**src/rtl/cnt_clk_sel_pkg.sv**
```systemverilog
package cnt_clk_sel_pkg;

  // Edge-mode decode: bit 1 set means both transitions, else bit 0 picks falling.
  function automatic logic edge_pick(input logic [1:0] mode, input logic rise, input logic fall);
    if (mode[1])
      return rise | fall;
    else if (mode[0])
      return fall;
    else
      return rise;
  endfunction

endpackage

```
**src/rtl/cnt_clk_presc.sv**
```systemverilog
module cnt_clk_presc #(
  parameter int TAP_COUNT = 7
) (
  input  logic                 clk,
  input  logic                 rst,
  output logic [TAP_COUNT-2:0] tap_rise,
  output logic [TAP_COUNT-2:0] tap_fall
);
  localparam int CW = 2 * (TAP_COUNT - 1);

  logic [CW-1:0]        div_cnt;
  logic [TAP_COUNT-2:0] wave;
  logic [TAP_COUNT-2:0] wave_q;

  always_ff @(posedge clk) begin
    if (rst) div_cnt <= '0;
    else     div_cnt <= div_cnt + 1'b1;
  end

  // Tap k+1 divides by 4^(k+1): its square wave is counter bit 2k+1.
  for (genvar k = 0; k < TAP_COUNT - 1; k++) begin : g_tap
    assign wave[k] = div_cnt[2*k+1];

    AST_TAP_RISE_SPACED: assert property (@(posedge clk) disable iff (rst)
      tap_rise[k] |=> !tap_rise[k]);
    AST_TAP_FALL_SPACED: assert property (@(posedge clk) disable iff (rst)
      tap_fall[k] |=> !tap_fall[k]);
  end

  always_ff @(posedge clk) begin
    if (rst) wave_q <= '0;
    else     wave_q <= wave;
  end

  assign tap_rise = wave & ~wave_q;
  assign tap_fall = ~wave & wave_q;

endmodule

```
**src/rtl/cnt_clk_ext_edge.sv**
```systemverilog
module cnt_clk_ext_edge #(
  parameter int PINS = 4
) (
  input  logic            clk,
  input  logic            rst,
  input  logic [PINS-1:0] pin_async,
  output logic [PINS-1:0] pin_rise,
  output logic [PINS-1:0] pin_fall
);
  logic [PINS-1:0] sync_a;
  logic [PINS-1:0] sync_b;
  logic [PINS-1:0] sync_prev;

  always_ff @(posedge clk) begin
    if (rst) begin
      sync_a    <= '0;
      sync_b    <= '0;
      sync_prev <= '0;
    end else begin
      sync_a    <= pin_async;
      sync_b    <= sync_a;
      sync_prev <= sync_b;
    end
  end

  assign pin_rise = sync_b & ~sync_prev;
  assign pin_fall = ~sync_b & sync_prev;

  for (genvar p = 0; p < PINS; p++) begin : g_pin_chk
    AST_PIN_EDGE_SPACED: assert property (@(posedge clk) disable iff (rst)
      (pin_rise[p] | pin_fall[p]) |=> !(pin_rise[p] | pin_fall[p]));
  end

endmodule

```
**src/rtl/cnt_clk_sel.sv**
```systemverilog
module cnt_clk_sel
  import cnt_clk_sel_pkg::*;
#(
  parameter int TAP_COUNT = 7,
  parameter int EXT_PINS  = 4,
  parameter int SEL_W     = 3,
  parameter int ID_W      = 4,
  parameter logic [(2**SEL_W)*ID_W-1:0] SEL_MAP = 32'hB697_3210,
  parameter bit PHASE_CAPABLE = 1'b1
) (
  input  logic                clk,
  input  logic                rst,
  input  logic [SEL_W-1:0]    src_code,
  input  logic [1:0]          edge_mode,
  input  logic                phase_mode,
  input  logic [EXT_PINS-1:0] ext_clk,
  input  logic                casc_stb,
  output logic                cnt_en
);
  localparam int ID_EXT0 = TAP_COUNT;
  localparam int ID_CASC = TAP_COUNT + EXT_PINS;

  logic [TAP_COUNT-2:0] tap_rise, tap_fall;
  logic [EXT_PINS-1:0]  pin_rise, pin_fall;
  logic [ID_W-1:0]      src_id;
  logic                 sel_rise, sel_fall, pulse, phase_gate;

  cnt_clk_presc #(.TAP_COUNT(TAP_COUNT)) presc_i (
    .clk(clk), .rst(rst), .tap_rise(tap_rise), .tap_fall(tap_fall));

  cnt_clk_ext_edge #(.PINS(EXT_PINS)) ext_i (
    .clk(clk), .rst(rst), .pin_async(ext_clk), .pin_rise(pin_rise), .pin_fall(pin_fall));

  assign src_id     = SEL_MAP[int'(src_code)*ID_W +: ID_W];
  assign phase_gate = phase_mode & PHASE_CAPABLE;

  always_comb begin
    sel_rise = 1'b0;
    sel_fall = 1'b0;
    for (int k = 1; k < TAP_COUNT; k++) begin
      if (src_id == ID_W'(k)) begin
        sel_rise = tap_rise[k-1];
        sel_fall = tap_fall[k-1];
      end
    end
    for (int e = 0; e < EXT_PINS; e++) begin
      if (src_id == ID_W'(ID_EXT0 + e)) begin
        sel_rise = pin_rise[e];
        sel_fall = pin_fall[e];
      end
    end
    if (src_id == '0)
      pulse = 1'b1;
    else if (src_id == ID_W'(ID_CASC))
      pulse = casc_stb;
    else
      pulse = edge_pick(edge_mode, sel_rise, sel_fall);
    if (phase_gate)
      pulse = 1'b0;
  end

  always_ff @(posedge clk) begin
    if (rst) cnt_en <= 1'b0;
    else     cnt_en <= pulse;
  end

  AST_RESET_QUIET: assert property (@(posedge clk)
    rst |=> !cnt_en);
  AST_DIV1_EVERY: assert property (@(posedge clk) disable iff (rst)
    (src_id == '0 && !phase_gate) |=> cnt_en);
  AST_CASCADE_PASS: assert property (@(posedge clk) disable iff (rst)
    (src_id == ID_W'(ID_CASC) && casc_stb && !phase_gate) |=> cnt_en);
  AST_INVALID_QUIET: assert property (@(posedge clk) disable iff (rst)
    (int'(src_id) > ID_CASC) |=> !cnt_en);

  if (PHASE_CAPABLE) begin : g_phase_chk
    AST_PHASE_SILENCE: assert property (@(posedge clk) disable iff (rst)
      phase_mode |=> !cnt_en);
  end

endmodule

```
**config.mk**
```make
export PLATFORM = sky130hd
export DESIGN_NAME = cnt_clk_sel
export DESIGN_NICKNAME = d
export VERILOG_FILES = /design/src/rtl/cnt_clk_sel_pkg.sv /design/src/rtl/cnt_clk_presc.sv /design/src/rtl/cnt_clk_ext_edge.sv /design/src/rtl/cnt_clk_sel.sv
export SDC_FILE = /design/constraint.sdc
export NUM_CORES = 1
export LEC_CHECK = 0
export BUFFER_PORTS_ARGS = -buffer_cell sky130_fd_sc_hd__buf_4
export CELL_PAD_IN_SITES_DETAIL_PLACEMENT = 1
export CELL_PAD_IN_SITES_GLOBAL_PLACEMENT = 1
export CORE_UTILIZATION = 40
export CTS_CLUSTER_DIAMETER = 80
export DETAILED_ROUTE_END_ITERATION = 6
export PLACE_DENSITY_LB_ADDON = 0.1
export SLEW_MARGIN = 5
export SYNTH_ARGS = -nofsm -noshare
export SYNTH_HDL_FRONTEND = slang
export SYNTH_SLANG_ARGS = --single-unit
```
**constraint.sdc**
```tcl
create_clock -name clk -period 1.59 [get_ports clk]
set_clock_uncertainty 0.15 [all_clocks]
set_input_delay 0.159 -clock clk [delete_from_list [all_inputs] [get_ports clk]]
set_output_delay 0.159 -clock clk [all_outputs]
set_load 0.05 [all_outputs]
```
After elaboration in Yosys (flattened, before gate mapping). Index checks and enable logic that the tools add are counted.

Register bits: 31. Bits of input ports: 13. Output and inout port bits: 1. Logic and storage cells: 54.

Add/subtract/negate cells: 1. Equality and inequality tests: 11. Shifts and indexed selects: 1. Mux-type cells: 24. Bitwise operators: 9. Reduce and logical (&&, ||, !) cells: 2.

Operator list (count): indexed part select 32 x 6 -> 4 bit, first input constant (1); 2-to-1 mux 1 bit (24); == test 4 x 3 -> 1 bit, second input constant (4); == test 4 bit, second input constant (4); adder 12 x 1 -> 12 bit, second input constant (1); bitwise AND 6 bit (2); NOT 6 bit (2); bitwise AND 4 bit (2); == test 4 x 2 -> 1 bit, second input constant (2); NOT 4 bit (2); == test 4 x 1 -> 1 bit, second input constant (1); logical NOT 4 bit (1); OR reduction 2 bit (1); bitwise OR 1 bit (1).

Depth between registers and ports, before layout. Gate-level depths: netlist of the first run.

Depth in word-level cells: 16. Mapped depth: 6. Gate-level depth less buffers: 5.

Hierarchy. A second synthesis of the first run with hierarchy kept.

Cells, all modules: 140. Area total of the unflattened synthesis: 1373.8 µm².

Modules (own cells, without submodules): cnt_clk_presc (instances 1, cells an instance 79, area each 734.5 µm², sequential area each 360.3 µm²); cnt_clk_ext_edge (instances 1, cells an instance 33, area each 416.6 µm², sequential area each 240.2 µm²); cnt_clk_sel (instances 1, cells an instance 28, area each 222.7 µm², sequential area each 20.0 µm²).

Worst setup path after synthesis of the first run. OpenSTA, ideal clock, no wires.

Kind: register -> register. Start: register presc_i.div_cnt[3]. End: register presc_i.div_cnt[10]. Setup time: 0.128 ns. Arrival: 1.096 ns. Data required time: 1.312 ns. Path slack: 0.217 ns. Cell stages (with the launch flop): 6. Buffers on the path: 0. Period minus slack after synthesis: 1.373 ns. Cells stage by stage: dfxtp_1 > and4_1 > and3_4 > nand4_1 > xor2_1 > nor2_1.

Longest elaborated chain between the ends: 1.

Ends and longest elaborated chain: from (decl) (RTL line cnt_clk_presc.sv:11) `logic [CW-1:0] div_cnt;`; from (signal assigned) (RTL line cnt_clk_presc.sv:17) `else div_cnt <= div_cnt + 1'b1;`; adder 12 x 1 -> 12 bit (RTL line cnt_clk_presc.sv:17).

No other way between the ends. A chain may end at the register's enable or synchronous reset.

Worst setup path after layout of the first run.
Start: register presc_i.div_cnt[3]. End: register presc_i.div_cnt[11].

The elaborated chain is that of the path after synthesis.

==> results.toml, run 1 <==
[sta]
hold_viol = 0
tns_ns = 0
max_slew_margin_pct = 81.3
holdWs_ns = 0.0333
setup_slack_ns = 0.170
tightest_slew_ns = 0.276
min_period_ns = 1.42
fmax_mhz = 704
slew_viol_final = 0
setup_violations = 0
fin_crit_sh_pct = 89.3
rsz0062_at_grt = "no"

[clock_network]
hold_buffers = 3
post_cts_buffers = 0
cts_buffers = 3
path_clk_slew_ns = 0.12
cts-resized-gates = 0
cts_tree = "yes"
cts_root_buf = "clkbuf_4"
clock_latency_ns = 0.30
cts.sinks = 23
clockBufferDepth = 2
htree_levels = 1

[synthesis]
syn-cell-area_um2 = 991
syn_nets = 125
syn_avg_cell_area_um2 = 8.93
synthCells = 111
ys_seq_area_share_pct = 46.5
ys_warn_count = 0
synth_seq_cells = 23
synth_cell_type_count = 30

[power_and_ir_drop]
total_power_uw = 968
p_leak_uw = 0.000458
peakVddDrop_v = 0.000511
power.density_nw_per_um2 = 838

[drt]
via_count = 775
avgRoutedWirePerCell_um = 12.5
drc = 0
ant_nets = 0
firstDrtPassIters = 2
detail_route.iter0.violations = 5
wl_um = 1920
vias_per_cell = 5.07

[global_route]
grt.total_usage_pct = 17.2
grt_overflow = 0
grt_pass1_wl_um = 3330
grt_max_degree = 24
grt_pass1_vias = 782
antenna_found_initial = 0

[finish]
fin_util_pct = 50.7
nets = 140
drive_above_1_share_pct = 13.6
diodes = 0
final_cell_mix = "23 x dfxtp_1, 15 x nor2_1, 13 x buf_4"
layout_commonest_cell = "dfxtp_1"
fillers = 284
multi_input_area_um2 = 490
area_growth_pct = 16.5
seq_area_um2 = 460

[placement]
port_buffers = 11
gp_congestion = 0.771
hpwl_um = 1380
dp_slack_ns = 0.171

[floorplanning]
rows = 17
initial_utilization_pct = 43.5
coreArea_um2 = 2280
ios = 14
dieArea_um2 = 2680
die_y_um = 51.8
fp.dieW_um = 51.8

[run]
max_cap_violations = 0

[critical_path]
reg2reg_slack_ns = 0.17
start_kind = "register"
cp-end-kind = "register"
crit_fanout = 4
path_class = "register to register"
required_ns = 1.64
crit_arrival_ns = 1.47

[outcome]
status = "completed"

[hold_path]
hold_path.class = "input port to register"
-- Yosys cell counts (all sizes together) --
library cell	number	area, um2
ha	1	12.5
nand2	3	11.3
buf	2	10.0
nor3b	2	15.0
inv	3	11.3
xor2	7	61.3
nand3	4	20.0
o2bb2ai	1	8.76
a221oi	2	17.5
xnor2	3	26.3
a31oi	2	12.5
nand4	3	18.8
nand2b	4	25.0
and4	1	8.76
a211o	1	8.76
a21o	1	7.51
dfxtp	23	460
o32ai	1	8.76
o21ai	4	20.0
and3b	1	8.76
nor4bb	1	10.0
clkinv	1	3.75
a21oi	4	20.0
o21a	1	7.51
nor2	15	56.3
and3	4	30.0
nor2b	12	75.1
clkbuf	4	15.0
-- cells by family after synthesis --
| group | count (synthesis) | synth area share [%] |
|---|---|---|
| AND/OR/NAND/NOR | 50 | 28.2 |
| flip-flops | 23 | 46.5 |
| AO/OA/AOI/OAI | 17 | 11.2 |
| XOR/XNOR | 10 | 8.84 |
| buffers and inverters | 10 | 4.04 |
| adder cells (fa/ha/maj) | 1 | 1.26 |
-- per-layer routing --
metal	up-vias	share of wire, %	global-route usage (%)
li1	404	-	-
met1	361	50	21.4
met2	8	47	28.1
met3	2	2.6	3.51
met4	0	0.89	8.11
met5	-	0	0
-- through the flow --
stage          instances  area (um2)
3_5_place_dp         146        1100
5_1_grt              153        1150
6_report             153        1150
3_3_place_gp         146        1100
2_1_floorplan        111         991
4_1_cts              153        1150
-- registers in the layout (all words and copies together) (netlist names) --
signal,flops
ext_i.sync_a,2
presc_i.wave_q,4
ext_i.sync_b,2
cnt_en,1
presc_i.div_cnt,12
ext_i.sync_prev,2
-- layout make-up --
| class | count | share of cell area [%] |
|---|---|---|
| flip-flops and latches | 23 | 39.9 |
| inverters | 4 | 1.30 |
| well taps | 28 | 3.03 |
| clock buffers | 4 | 2.28 |
| repair buffers | 16 | 11.1 |
| multi-input cells | 78 | 42.5 |
-- worst paths after layout --
kind                       from                  end  depth (start not counted)
max          presc_i.div_cnt[3]  presc_i.div_cnt[11]                          5
min                         rst  presc_i.div_cnt[10]                          2
max reg2reg  presc_i.div_cnt[3]  presc_i.div_cnt[11]                          5
min reg2reg     ext_i.sync_a[2]      ext_i.sync_b[2]                          1
-- power breakdown --
group,internal [uW],leakage [uW],switching [uW]
Sequential,592,0.000187,9.15
Clock,97.7,0.0000150,164
Combinational,52.4,0.000256,52.0
-- critical path, cell delays in order (launching register included) --
cell     delay [ns]
dfxtp_1        0.39
and4_1         0.26
and3_4         0.20
nand4_1        0.11
xor2_1         0.15
nor2_1         0.05
Note: power is estimated with default switching activity, not from simulation.
==> inputs of run 2 (changes only) <==
- CTS_BUF_LIST: unset -> sky130_fd_sc_hd__clkbuf_16
==> run 2 against run 1 <==
Sequential power about the same. Combinational power about the same. Hold slack got worse by 0.024 ns. Flip-flop and latch count unchanged. Global-route usage increased by 0.81 points. Die area unchanged. Non-clock buffer count decreased by 1. Register-to-register slack about the same. Critical path type unchanged. Critical endpoint unchanged. Highest routed layer unchanged.
==> results.toml, run 2 (same netlist as run 1, synthesis figures left out) <==
[sta]
fmax_mhz = 697
setup_violations = 0
min_period_ns = 1.43
hold_viol = 0
fin_crit_sh_pct = 90.2
max_slew_margin_pct = 80.9
tightest_slew_ns = 0.282
rsz0062_at_grt = "no"
tns_ns = 0
slew_viol_final = 0

[power_and_ir_drop]
power.density_nw_per_um2 = 1030
switching_share_pct = 20.5
p_switching_uw = 252
power.internal_uw = 978
p_leak_uw = 0.000482
clockPowerShare_pct = 42.7
peakVddDrop_v = 0.000640
p_comb_share_pct = 8.4
power_frac_seq_pct = 48.9

[critical_path]
required_ns = 1.58
start_kind = "register"
path_class = "register to register"
crit_chain = "and4_1 -> and3_4 -> nand4_1 -> xor2_1 -> nor2_1"
crit_fanout = 4
crit_arrival_ns = 1.42
path_buf_inv = 0
critPathMaxStageDelay_ns = 0.39
slowest_stage = "dfxtp_1"
cp-end-kind = "register"
critPathTopFamily = "simple AND/OR/NAND/NOR gates"

[drt]
firstDrtPassIters = 2
avgRoutedWirePerCell_um = 13.3
drc = 0
detail_route.iter0.violations = 4
ant_nets = 0
wl_um = 2010
via_count = 774
vias_per_cell = 5.09

[clock_network]
cts_buffers = 3
cts_root_buf = "clkbuf_16"
clock_latency_ns = 0.25
clockBufferDepth = 2
hold_buffers = 2
path_clk_slew_ns = 0.06
cts.sinks = 23
cts_tree = "yes"
cts-resized-gates = 0
post_cts_buffers = 0
htree_levels = 1

[finish]
diodes = 0
largest_register_ffs = 12
reg_top3 = "presc_i.div_cnt: 12 flops, presc_i.wave_q: 4 flops"
area_growth_pct = 20.8
fin_util_pct = 52.6
drive_above_1_share_pct = 13.7
final_cell_mix = "23 x dfxtp_1, 15 x nor2_1, 13 x buf_4"
nets = 139
top_register = "presc_i.div_cnt"
layout_commonest_cell = "dfxtp_1"

[floorplanning]
initial_utilization_pct = 43.5
coreArea_um2 = 2280
dieArea_um2 = 2680
ios = 14
rows = 17
fp.dieW_um = 51.8
die_y_um = 51.8

[outcome]
status = "completed"

[global_route]
grt_overflow = 0
grt_pass1_vias = 787
grt_max_degree = 24
grt_pass1_wl_um = 3450
grt.total_usage_pct = 18.0
antenna_found_initial = 0

[placement]
port_buffers = 11
hpwl_um = 1380
gp_congestion = 0.771

[run]
max_cap_violations = 0

[hold_path]
hold_path.class = "input port to register"
[run 2: per-stage QoR]
| stage | power (uW) | std cells | instance area (um2) | hold WS (ns) | setup slack, ns |
|---|---|---|---|---|---|
| floorplan | 673 | 111 | 991 | 0.0806 | 0.217 |
| finish | 1230 | 152 | 1200 | 0.00963 | 0.156 |
| detailed placement | 713 | 146 | 1100 | 0.229 | 0.171 |
| global route | 1290 | 152 | 1200 | 0.0315 | 0.0619 |
| CTS | 1240 | 152 | 1200 | 0.0160 | 0.152 |
| global placement | 709 | 146 | 1100 | 0.219 | 0.199 |
[run 2: final cells by class]
type,instances,area (um2)
timing repair buffer,15,118
sequential,23,460
fill,274,1080
clock buffer,3,75.1
tap,28,35.0
multi-input combinational,78,490
inverter,4,15.0
clock inverter,1,3.75
[run 2: power groups by stage]
| stage | sequential (uW) | clock [uW] | combinational [uW] |
|---|---|---|---|
| 2_1_floorplan | 618 | 0 | 55.2 |
| 3_3_place_gp | 613 | 0 | 96.4 |
| 3_5_place_dp | 614 | 0 | 98.7 |
| 4_1_cts | 601 | 540 | 103 |
| 5_1_grt | 603 | 567 | 115 |
| 6_report | 601 | 526 | 103 |
[run 2: layer usage]
layer / global-route usage [%] / share of wire [%]
met5: 0 / 0
met2: 30.3 / 49
met4: 6.76 / 0.79
met3: 5.26 / 2.5
met1: 21.5 / 48
[run 2: path summary, 6_finish.rpt]
path | from | endpoint | slack [ns] | cells after the start
setup / recovery | presc_i.div_cnt[5] | presc_i.div_cnt[11] | 0.16 | 5
hold / removal | ext_clk[0] | ext_i.sync_a[0] | 0.01 | 2
setup reg to reg | presc_i.div_cnt[5] | presc_i.div_cnt[11] | 0.16 | 5
hold reg to reg | ext_i.sync_a[2] | ext_i.sync_b[2] | 0.28 | 1
